$ cat config.mk
export PLATFORM = sky130hd
export DESIGN_NAME = can_status_ctrl
export DESIGN_NICKNAME = d
export VERILOG_FILES = /design/src/rtl/can_stat_pkg.sv /design/src/rtl/can_err_level.sv /design/src/rtl/can_status_reg.sv /design/src/rtl/can_busoff_seq.sv /design/src/rtl/can_status_ctrl.sv
export SDC_FILE = /design/constraint.sdc
export NUM_CORES = 1
export LEC_CHECK = 0
export ABC_AREA = 1
export BUFFER_PORTS_ARGS = -buffer_cell sky130_fd_sc_hd__buf_2
export CORE_ASPECT_RATIO = 0.7
export CORE_MARGIN = 3
export CORE_UTILIZATION = 49
export DETAILED_ROUTE_END_ITERATION = 7
export GPL_ROUTABILITY_DRIVEN = 0
export PLACE_DENSITY = 0.89
export SLEW_MARGIN = 25
export SYNTH_ARGS = -nofsm -noshare
export SYNTH_HDL_FRONTEND = slang
export SYNTH_SLANG_ARGS = --single-unit
$ cat constraint.sdc
create_clock -name clk -period 1.8 [get_ports clk]
set_input_delay 0.27 -clock clk [delete_from_list [all_inputs] [get_ports clk]]
set_output_delay 0.27 -clock clk [all_outputs]
set_load 0.1 [all_outputs]
$ cat src/rtl/can_stat_pkg.sv
package can_stat_pkg;
  typedef enum logic [2:0] {
    LEC_NONE  = 3'd0,
    LEC_STUFF = 3'd1,
    LEC_FORM  = 3'd2,
    LEC_ACK   = 3'd3,
    LEC_BIT1  = 3'd4,
    LEC_BIT0  = 3'd5,
    LEC_CRC   = 3'd6,
    LEC_UNSET = 3'd7
  } lec_e;
endpackage

$ cat src/rtl/can_err_level.sv
module can_err_level #(
  parameter int CNT_W       = 9,
  parameter int WARN_LIMIT  = 96,
  parameter int PASS_LIMIT  = 128,
  parameter int BOFF_LIMIT  = 255
) (
  input  logic             clk,
  input  logic             rst_n,
  input  logic [CNT_W-1:0] tec,
  input  logic [CNT_W-1:0] rec,
  output logic             ewarn,
  output logic             epass,
  output logic             boff_hit
);
  localparam logic [CNT_W-1:0] WarnLim = CNT_W'(WARN_LIMIT);
  localparam logic [CNT_W-1:0] PassLim = CNT_W'(PASS_LIMIT);
  localparam logic [CNT_W-1:0] BoffLim = CNT_W'(BOFF_LIMIT);

  logic ewarn_q, ewarn_d, epass_q, epass_d;

  always_comb begin
    ewarn_d  = (tec >= WarnLim) || (rec >= WarnLim);
    epass_d  = (tec >= PassLim) || (rec >= PassLim);
    boff_hit = (tec > BoffLim);
  end

  always_ff @(posedge clk or negedge rst_n) begin
    if (!rst_n) begin
      ewarn_q <= 1'b0;
      epass_q <= 1'b0;
    end else begin
      ewarn_q <= ewarn_d;
      epass_q <= epass_d;
    end
  end

  assign ewarn = ewarn_q;
  assign epass = epass_q;
endmodule

$ cat src/rtl/can_status_reg.sv
module can_status_reg
  import can_stat_pkg::*;
(
  input  logic       clk,
  input  logic       rst_n,
  input  logic       ev_tx_ok,
  input  logic       ev_rx_ok,
  input  logic       ev_lec_vld,
  input  logic [2:0] ev_lec,
  input  logic       run_done,
  input  logic       cpu_wr,
  input  logic [2:0] cpu_lec,
  input  logic       cpu_txok,
  input  logic       cpu_rxok,
  output logic [2:0] lec,
  output logic       txok,
  output logic       rxok,
  output logic       hw_update
);
  lec_e lec_q, lec_d;
  logic txok_q, txok_d, rxok_q, rxok_d;
  logic hw_lec_ok;

  always_comb begin
    hw_lec_ok = ev_lec_vld && (lec_e'(ev_lec) != LEC_UNSET);
    lec_d  = lec_q;
    txok_d = txok_q;
    rxok_d = rxok_q;
    // CPU first, core events override in the same cycle
    if (cpu_wr) begin
      lec_d  = lec_e'(cpu_lec);
      txok_d = cpu_txok;
      rxok_d = cpu_rxok;
    end
    if (hw_lec_ok) lec_d = lec_e'(ev_lec);
    if (run_done)  lec_d = LEC_BIT0;
    if (ev_tx_ok)  txok_d = 1'b1;
    if (ev_rx_ok)  rxok_d = 1'b1;
    hw_update = hw_lec_ok || run_done || ev_tx_ok || ev_rx_ok;
  end

  always_ff @(posedge clk or negedge rst_n) begin
    if (!rst_n) begin
      lec_q  <= LEC_NONE;
      txok_q <= 1'b0;
      rxok_q <= 1'b0;
    end else begin
      lec_q  <= lec_d;
      txok_q <= txok_d;
      rxok_q <= rxok_d;
    end
  end

  assign lec  = lec_q;
  assign txok = txok_q;
  assign rxok = rxok_q;
endmodule

$ cat src/rtl/can_busoff_seq.sv
module can_busoff_seq #(
  parameter int RUN_LEN     = 11,
  parameter int RUNS_NEEDED = 128
) (
  input  logic clk,
  input  logic rst_n,
  input  logic boff_hit,
  input  logic ctl_wr,
  input  logic ctl_init_wd,
  input  logic bit_tick,
  input  logic bit_recessive,
  output logic boff,
  output logic init,
  output logic run_done,
  output logic cnt_rst
);
  localparam int RUN_W = $clog2(RUN_LEN);
  localparam int GRP_W = $clog2(RUNS_NEEDED);
  localparam logic [RUN_W-1:0] RunLast = RUN_W'(RUN_LEN - 1);
  localparam logic [GRP_W-1:0] GrpLast = GRP_W'(RUNS_NEEDED - 1);

  logic             boff_q, boff_d, init_q, init_d;
  logic             act_q, act_d, rst_q, rst_d;
  logic [RUN_W-1:0] run_q, run_d;
  logic [GRP_W-1:0] grp_q, grp_d;
  logic             entry;

  always_comb begin
    boff_d   = boff_q;
    init_d   = init_q;
    act_d    = act_q;
    run_d    = run_q;
    grp_d    = grp_q;
    rst_d    = 1'b0;
    run_done = 1'b0;
    entry    = boff_hit && !boff_q && !rst_q;
    if (entry) begin
      boff_d = 1'b1;
      init_d = 1'b1;
      act_d  = 1'b0;
      run_d  = '0;
      grp_d  = '0;
    end else if (act_q) begin
      // recovery in progress: CPU INIT writes have no effect
      if (bit_tick) begin
        if (!bit_recessive) begin
          run_d = '0;
        end else if (run_q == RunLast) begin
          run_d    = '0;
          run_done = 1'b1;
          if (grp_q == GrpLast) begin
            boff_d = 1'b0;
            act_d  = 1'b0;
            grp_d  = '0;
            rst_d  = 1'b1;
          end else begin
            grp_d = grp_q + 1'b1;
          end
        end else begin
          run_d = run_q + 1'b1;
        end
      end
    end else if (ctl_wr) begin
      init_d = ctl_init_wd;
      if (boff_q && !ctl_init_wd) begin
        act_d = 1'b1;
        run_d = '0;
        grp_d = '0;
      end
    end
  end

  always_ff @(posedge clk or negedge rst_n) begin
    if (!rst_n) begin
      boff_q <= 1'b0;
      init_q <= 1'b1;
      act_q  <= 1'b0;
      run_q  <= '0;
      grp_q  <= '0;
      rst_q  <= 1'b0;
    end else begin
      boff_q <= boff_d;
      init_q <= init_d;
      act_q  <= act_d;
      run_q  <= run_d;
      grp_q  <= grp_d;
      rst_q  <= rst_d;
    end
  end

  assign boff    = boff_q;
  assign init    = init_q;
  assign cnt_rst = rst_q;
endmodule

$ cat src/rtl/can_status_ctrl.sv
module can_status_ctrl #(
  parameter int CNT_W       = 9,
  parameter int WARN_LIMIT  = 96,
  parameter int PASS_LIMIT  = 128,
  parameter int BOFF_LIMIT  = 255,
  parameter int RUN_LEN     = 11,
  parameter int RUNS_NEEDED = 128
) (
  input  logic             clk,
  input  logic             rst_n,
  input  logic             ev_tx_ok,
  input  logic             ev_rx_ok,
  input  logic             ev_lec_vld,
  input  logic [2:0]       ev_lec,
  input  logic [CNT_W-1:0] tec,
  input  logic [CNT_W-1:0] rec,
  input  logic             bit_tick,
  input  logic             bit_recessive,
  input  logic             cpu_st_wr,
  input  logic [2:0]       cpu_st_lec,
  input  logic             cpu_st_txok,
  input  logic             cpu_st_rxok,
  input  logic             cpu_ctl_wr,
  input  logic             cpu_ctl_init,
  input  logic             cpu_ctl_ie,
  input  logic             cpu_ctl_sie,
  input  logic             cpu_ctl_eie,
  output logic [2:0]       st_lec,
  output logic             st_txok,
  output logic             st_rxok,
  output logic             st_epass,
  output logic             st_ewarn,
  output logic             st_boff,
  output logic             ctl_init,
  output logic             status_irq,
  output logic             error_irq,
  output logic             err_cnt_reset
);
  logic boff_hit, run_done, hw_update;
  logic ie_q, sie_q, eie_q;
  logic sirq_q, sirq_d;
  logic ewarn_prev_q, boff_prev_q;

  can_err_level #(
    .CNT_W(CNT_W), .WARN_LIMIT(WARN_LIMIT),
    .PASS_LIMIT(PASS_LIMIT), .BOFF_LIMIT(BOFF_LIMIT)
  ) u_level (
    .clk(clk), .rst_n(rst_n), .tec(tec), .rec(rec),
    .ewarn(st_ewarn), .epass(st_epass), .boff_hit(boff_hit)
  );

  can_busoff_seq #(.RUN_LEN(RUN_LEN), .RUNS_NEEDED(RUNS_NEEDED)) u_seq (
    .clk(clk), .rst_n(rst_n), .boff_hit(boff_hit),
    .ctl_wr(cpu_ctl_wr), .ctl_init_wd(cpu_ctl_init),
    .bit_tick(bit_tick), .bit_recessive(bit_recessive),
    .boff(st_boff), .init(ctl_init), .run_done(run_done),
    .cnt_rst(err_cnt_reset)
  );

  can_status_reg u_stat (
    .clk(clk), .rst_n(rst_n),
    .ev_tx_ok(ev_tx_ok), .ev_rx_ok(ev_rx_ok),
    .ev_lec_vld(ev_lec_vld), .ev_lec(ev_lec), .run_done(run_done),
    .cpu_wr(cpu_st_wr), .cpu_lec(cpu_st_lec),
    .cpu_txok(cpu_st_txok), .cpu_rxok(cpu_st_rxok),
    .lec(st_lec), .txok(st_txok), .rxok(st_rxok), .hw_update(hw_update)
  );

  always_comb sirq_d = ie_q && sie_q && hw_update;

  always_ff @(posedge clk or negedge rst_n) begin
    if (!rst_n) begin
      ie_q  <= 1'b0;
      sie_q <= 1'b0;
      eie_q <= 1'b0;
    end else if (cpu_ctl_wr) begin
      ie_q  <= cpu_ctl_ie;
      sie_q <= cpu_ctl_sie;
      eie_q <= cpu_ctl_eie;
    end
  end

  always_ff @(posedge clk or negedge rst_n) begin
    if (!rst_n) begin
      sirq_q       <= 1'b0;
      ewarn_prev_q <= 1'b0;
      boff_prev_q  <= 1'b0;
    end else begin
      sirq_q       <= sirq_d;
      ewarn_prev_q <= st_ewarn;
      boff_prev_q  <= st_boff;
    end
  end

  assign status_irq = sirq_q;
  assign error_irq  = ie_q && eie_q &&
                      ((st_ewarn ^ ewarn_prev_q) || (st_boff ^ boff_prev_q));
endmodule

Word level (Yosys, flattened, before mapping)
Index checks and enable logic that the tools add are counted.
Word-level totals
  logic and storage cells: 115
  bits in registers: 28
  input port bits: 39
Operators by class
  equal/unequal tests: 7
  $lt $le $gt $ge: 5
  add/sub/neg operators: 2
  reductions and logical operators: 32
  mux-type cells: 50
  bitwise gates (word level): 2
Operators by type and width (number)
  $mux 7: 8
  $mux 1: 32
  $mux 4: 7
  $ge 9x7->1 const B: 2
  $ge 9x8->1 const B: 2
  $reduce_bool 2->1: 8
  $ne 3x3->1 const B: 4
  $reduce_and 5->1: 2
  $gt 9x8->1 const B: 1
  $mux 3: 3
  $reduce_bool 3->1: 3
  $logic_and 1x1->1: 8
  $add 7x1->7 const B: 1
  $eq 7x7->1 const B: 1
  $logic_or 1x1->1: 6
  $add 4x1->4 const B: 1
  $eq 4x4->1 const B: 1
  $logic_not 1->1: 3
  $reduce_and 3->1: 1
  $ne 2x2->1 const B: 1
  $reduce_and 2->1: 1
  $xor 1x1->1: 2

Logic depth before layout (Yosys ltp)
Gate-level depths: netlist of run 1.
  word-level depth: 10
  gate-level depth with buffers: 10
  depth with buffers taken out: 10

Cells and area by module
From an unflattened synthesis of run 1, not the netlist that was laid out.
Unflattened totals
  cells, all modules: 206
  area total of the unflattened synthesis: 1566.5 um^2
By module, submodules not included
  can_busoff_seq: area each 927.1 um^2, instances 1, cells an instance 123
  can_status_reg: area each 289.0 um^2, instances 1, cells an instance 38
  can_status_ctrl: area each 245.2 um^2, instances 1, cells an instance 29
  can_err_level: area each 105.1 um^2, instances 1, cells an instance 16

Worst setup path after synthesis of run 1
Ideal clock, no wire load.
  path type: register to output
  start point: reg u_seq.boff_q (netlist: u_seq.boff)
  end point: out error_irq
  required time: 1.530 ns
  arrival time: 3.457 ns
  cell stages (with the launch flop): 3
  slack: -1.927 ns
  cells stage by stage: dfrtp_1 -> xnor2_1 -> a211oi_1
Between the ends
  longest elaborated chain between the ends: 3
Ends and longest elaborated chain
  start: declaration: RTL line can_busoff_seq.sv:22  | logic boff_q, boff_d, init_q, init_d;
  start signal: assignment: RTL line can_busoff_seq.sv:82  | boff_q <= boff_d;
  $xor 1x1->1: RTL line can_status_ctrl.sv:97  | ((st_ewarn ^ ewarn_prev_q) || (st_boff ^ boff_prev_q));
  $logic_or 1x1->1: RTL line can_status_ctrl.sv:97
  $logic_and 1x1->1: RTL line can_status_ctrl.sv:96  | assign error_irq = ie_q && eie_q &&
  end: declaration: RTL line can_status_ctrl.sv:36  | output logic error_irq,
Every way passes these cells.

Worst setup path in the final report of run 1
Ends and elaborated chain as after synthesis.

==> results.json, run 1 <==
{
  "internal-power_mw": 1.21,
  "crit_type": "flip-flop to output pin",
  "pin_count": 51,
  "seqCellArea_um2": 709,
  "synth.top_cells.by_area": "dfrtp_1 (45%), nand2_1 (12%), nor2_1 (5.3%), inv_1 (5.0%), nand3_1 (4.4%)",
  "grt_pass1_vias": 1310,
  "ir_drop_mv": 0.598,
  "worst_setup_path_start_kind": "flip-flop",
  "diodes": 0,
  "p_seq_share_pct": 41.9,
  "final_cell_area_um2": 1840,
  "finalCriticalPeriod_ps": 1720,
  "drtPass1Iterations": 4,
  "via_per_inst": 5.20,
  "power_density_nw_per_um2": 1070,
  "antenna_left": 0,
  "yosysTopAreaCellShare_pct": 45.4,
  "fin_crit_sh_pct": 95.8,
  "post-cts-setup-buffer-count": 0,
  "cp.arrival_ps": 1450,
  "violations": "hold timing",
  "setup_viol": 0,
  "dp.cells": 257,
  "drt-total-wl_um": 3540,
  "top_register": "u_seq.grp_q",
  "grt_pass1_wl_um": 5980,
  "cts_resized": 0,
  "report.final.slew_viol_count": 0,
  "final_common_cell": "nand2_1",
  "yosysTopAreaCell": "dfrtp_1",
  "post_drt_wl_per_cell_um": 13.5,
  "port_buffers": 40,
  "stdcell_count": 261,
  "min_path_type": "primary input to asynchronous set/reset pin",
  "grt_max_degree": 29,
  "pwr-share-comb_pct": 33.0,
  "dieArea_um2": 3740,
  "status": "complete, but fails checks",
  "seq_area_frac_synth_pct": 47.2,
  "syn_inst": 183,
  "tns_ps": 0,
  "drt_iter0_drc": 83,
  "ys_ff_latch": 28,
  "endpoint_kind": "output pin",
  "worst_slack_ps": 75.1,
  "pre_cts_slack_ps": 226,
  "power_leakage_nw": 0.930,
  "slew_headroom_pct": 59.0,
  "antenna_found_initial": 0,
  "die_h_um": 52.1,
  "syn_area_per_cell_um2": 8.13,
  "cts_buffers": 3,
  "power_frac_clock_pct": 25.1,
  "start_util_pct": 52.3,
  "final_cell_mix": "nand2_1 (49), buf_2 (39), dfrtp_1 (25)",
  "largest_register_ff_count": 7,
  "fin_util_pct": 64.8,
  "nets": 268,
  "p_total_mw": 1.98,
  "cp_max_fo": 7,
  "vias": 1357,
  "hold_slack_ps": -11.5,
  "cts.sinks": 28,
  "synth_warnings": 0,
  "drc": 0,
  "h-tree-depth": 1,
  "cp_slowest_cell": "dfrtp_4",
  "cpPeakStageDelay_ps": 540,
  "rows": 16,
  "cp.required_ps": 1530,
  "die_w_um": 71.9,
  "cp_cell_sequence": "xnor2_2 -> a211oi_4 -> buf_12",
  "drv_cap": 0,
  "gr-usage-all-layers_pct": 21.1,
  "grt_overflow_total": 0,
  "fmax_ghz": 0.580,
  "nFillCells": 234,
  "coreArea_um2": 2840,
  "synth_cell_types": 30,
  "holdBufCountCts": 0,
  "rsz0062_at_grt": "false",
  "syn_nets": 225,
  "cts_tree": "yes",
  "clk_latency_ps": 280,
  "ctsRootBufferMaster": "clkbuf_8",
  "layout-drive-gt1-share_pct": 29.3,
  "final_hold_viol_count": 15,
  "swShare_pct": 38.5,
  "p_switching_mw": 0.761,
  "clock_skew_ps": 11.6,
  "syn_to_final_growth_pct": 23.8,
  "path_clk_slew_ps": 100,
  "worst_pin_slew_ps": 615,
  "synthesis.area_um2": 1490,
  "dp_hpwl_um": 2630,
  "cts_max_path_buffers": 2,
  "multi_input_area_um2": 722,
  "dpl_cell_area_um2": 1770
}
==> cells in the mapped netlist (all sizes together) <==
library cell and instances:
a21oi 6, nor3 1, o21bai 1, or2 1
nand2 54, nor2 24, xnor2 2, nor4 1
inv 21, o21ai 13, dfrtp 27, nand4 7
a221o 1, buf 2, mux2 1, o211ai 2
a211oi 1, ha 3, dfstp 1, nand3 14
==> power groups by stage <==
stage / Sequential, mW / Combinational (mW) / Clock [mW]
finish: 0.828 / 0.653 / 0.495
global route: 0.843 / 0.718 / 0.539
CTS: 0.827 / 0.652 / 0.506
detailed placement: 0.837 / 0.642 / 0
global placement: 0.833 / 0.625 / 0
floorplan: 1.00 / 0.327 / 0
==> cell type report <==
class | count | share of cell area (%)
Clock inverter | 1 | 1.63
Inverter | 21 | 4.28
Multi-Input combinational cell | 132 | 39.2
Clock buffer | 3 | 2.24
Sequential cell | 28 | 38.5
Timing Repair Buffer | 40 | 11.7
Tap cell | 36 | 2.45
==> worst max-delay path, delay by kind of cell, from the launching register on <==
family,cells,cell delay [ps]
buffers and inverters,1,210
flip-flops,1,540
XOR/XNOR,1,170
AO/OA/AOI/OAI,1,260
==> kinds of logic (layout without fill, tap and decap cells) <==
| family | count (synthesis) | in the layout | synth area share [%] |
|---|---|---|---|
| compound gates | 24 | 24 | 9.59 |
| mux | 1 | 1 | 0.757 |
| flops | 28 | 28 | 47.2 |
| simple gates | 102 | 102 | 32.6 |
| buf+inv | 23 | 65 | 6.14 |
| fa+ha+maj | 3 | 3 | 2.52 |
| xor+xnor | 2 | 2 | 1.18 |
==> metal layers <==
layer	GRT usage, %	wire, µm
met2	33.7	1640
met3	4.83	154
met4	8.75	115
met1	27.8	1620
met5	0	0
==> final timing paths <==
path,startpoint,slack [ps],endpoint,depth (start not counted)
worst min register to register,u_stat.txok,480,u_stat.txok,2
max in group asynchronous,rst_n,1350,u_level.ewarn,1
worst max-delay path,u_seq.boff,80,error_irq,3
worst min-delay path,rst_n,-10,u_seq.run_q[2],1
worst max register to register,u_seq.run_q[0],200,status_irq,8
min in group clk,ev_tx_ok,190,u_stat.txok,3
No activity file was read; power rests on OpenSTA's default activity.
==> run 2, diff against run 1 <==
--- a/config.mk
+++ b/config.mk
@@ -12,8 +12,9 @@
 export CORE_UTILIZATION = 49
 export DETAILED_ROUTE_END_ITERATION = 7
 export GPL_ROUTABILITY_DRIVEN = 0
+export HOLD_SLACK_MARGIN = 0.02
 export PLACE_DENSITY = 0.89
-export SLEW_MARGIN = 25
+export SLEW_MARGIN = 20
 export SYNTH_ARGS = -nofsm -noshare
 export SYNTH_HDL_FRONTEND = slang
 export SYNTH_SLANG_ARGS = --single-unit
==> run 2 against run 1 <==
  * The run now ends clean
  * Count of clock-buffer cells in the layout did not move
  * Critical endpoint unchanged
  * Non-clock buffer count rose by 1
  * Sequential share of layout area down 0.21 points
  * Register-to-register slack hardly changed
==> results.json, run 2 (same netlist as run 1, synthesis figures left out) <==
{
  "status": "finished clean",
  "grt_pass1_wl_um": 5980,
  "drc": 0,
  "crit_type": "flip-flop to output pin",
  "clk_latency_ps": 280,
  "post_drt_wl_per_cell_um": 13.5,
  "multi_input_area_um2": 722,
  "cts_max_path_buffers": 2,
  "syn_to_final_growth_pct": 24.5,
  "gr-usage-all-layers_pct": 21.1,
  "post-cts-setup-buffer-count": 0,
  "path_clk_slew_ps": 100,
  "start_util_pct": 52.3,
  "final_common_cell": "nand2_1",
  "slew_headroom_pct": 58.9,
  "grt_max_degree": 29,
  "r2r_cells": 8,
  "final_cell_mix": "nand2_1 (49), buf_2 (39), dfrtp_1 (25)",
  "ir_drop_mv": 0.599,
  "ctsRootBufferMaster": "clkbuf_8",
  "fmax_ghz": 0.580,
  "fin_crit_sh_pct": 95.7,
  "die_w_um": 71.9,
  "nFillCells": 233,
  "endpoint_kind": "output pin",
  "worstSetupEndpoint": "error_irq",
  "dp.cells": 257,
  "antenna_found_initial": 0,
  "cp-startpoint": "u_seq.boff",
  "nets": 269,
  "reg2reg_slack_ps": 190,
  "h-tree-depth": 1,
  "rsz0062_at_grt": "false",
  "cp.arrival_ps": 1450,
  "report.final.slew_viol_count": 0,
  "worst_slack_ps": 76.7,
  "coreArea_um2": 2840,
  "layout-drive-gt1-share_pct": 29.2,
  "antenna_left": 0,
  "final_hold_viol_count": 0,
  "worst_setup_path_start_kind": "flip-flop",
  "rr_startpoint": "u_seq.run_q[0]",
  "min_path_type": "primary input to flip-flop",
  "cp.required_ps": 1530,
  "finalCriticalPeriod_ps": 1720,
  "drt_iter0_drc": 80,
  "die_h_um": 52.1,
  "power_leakage_nw": 0.934,
  "rows": 16,
  "dp_hpwl_um": 2630,
  "clock_skew_ps": 10.3,
  "top_register": "u_seq.grp_q",
  "diodes": 0,
  "reg2reg_to": "status_irq",
  "cts_buffers": 3,
  "cp_max_fo": 7,
  "dieArea_um2": 3740,
  "grt_pass1_vias": 1310,
  "stdcell_count": 262,
  "worst_pin_slew_ps": 616,
  "pre_cts_slack_ps": 226,
  "final_cell_area_um2": 1850,
  "cts.sinks": 28,
  "drt-total-wl_um": 3530,
  "via_per_inst": 5.17,
  "pin_count": 51,
  "seqCellArea_um2": 709,
  "drtPass1Iterations": 4,
  "vias": 1355,
  "port_buffers": 40,
  "cts_tree": "yes",
  "largest_register_ff_count": 7,
  "drv_cap": 0,
  "hold_slack_ps": 191,
  "cts_resized": 0,
  "power_density_nw_per_um2": 1070,
  "dpl_cell_area_um2": 1770,
  "setup_viol": 0,
  "grt_overflow_total": 0
}
run 2: cell types whose count changed in the layout (fill, tap and decap cells not counted), sizes merged:
cell,before,now
dlygate4sd3,0,1
run 2: per-layer routing:
layer  routed length [µm]  vias to the layer above  global-route usage [%]
met3                  142                       12                    4.83
li1                     -                      685                       -
met4                  115                        0                    8.75
met5                    0                        -                       0
met2                 1650                       31                    33.7
met1                 1630                      627                    27.8
run 2: worst min-delay path by stage:
stage | startpoint | end | slack [ps] | depth (start not counted)
detailed placement | rst_n | u_seq.run_q[2] | 320 | 1
CTS | ev_tx_ok | u_stat.txok | 190 | 3
finish | ev_tx_ok | u_stat.txok | 190 | 3
global route | ev_tx_ok | u_stat.txok | 190 | 3
global placement | rst_n | u_seq.run_q[2] | 310 | 1
floorplan | rst_n | boff_prev_q | -30 | 0
run 2: metrics by stage:
step	utilization [%]	power (mW)	setup TNS (ps)
after floorplan	-	1.33	-189
after global placement	62.3	1.46	0
after detailed placement	62.3	1.48	0
after CTS	65.1	1.99	0
after global routing	65.1	2.10	0
final	65.1	1.98	0
run 2: layout make-up:
class / count / share of cell area [%]
sequential: 28 / 38.3
clock buffer: 3 / 2.23
tap: 36 / 2.43
inverter: 21 / 4.26
multi-input combinational: 132 / 39.0
clock inverter: 1 / 1.62
timing repair buffer: 41 / 12.2
run 2: timing repair:
item	in CTS	in global routing
hold buffers	1	0
setup endpoints to repair	0	0
endpoints found under the hold margin	15	0
run 2: worst max-delay path, cell delays in order, from the launching register on:
cell,delay [ps]
dfrtp_4,540
xnor2_2,170
a211oi_4,260
buf_12,210
run 2: where the power goes:
part | switching [mW] | total (mW) | internal, mW
clock | 0.197 | 0.495 | 0.298
sequential | 0.0912 | 0.828 | 0.737
combinational | 0.473 | 0.655 | 0.182
total | 0.761 | 1.98 | 1.22
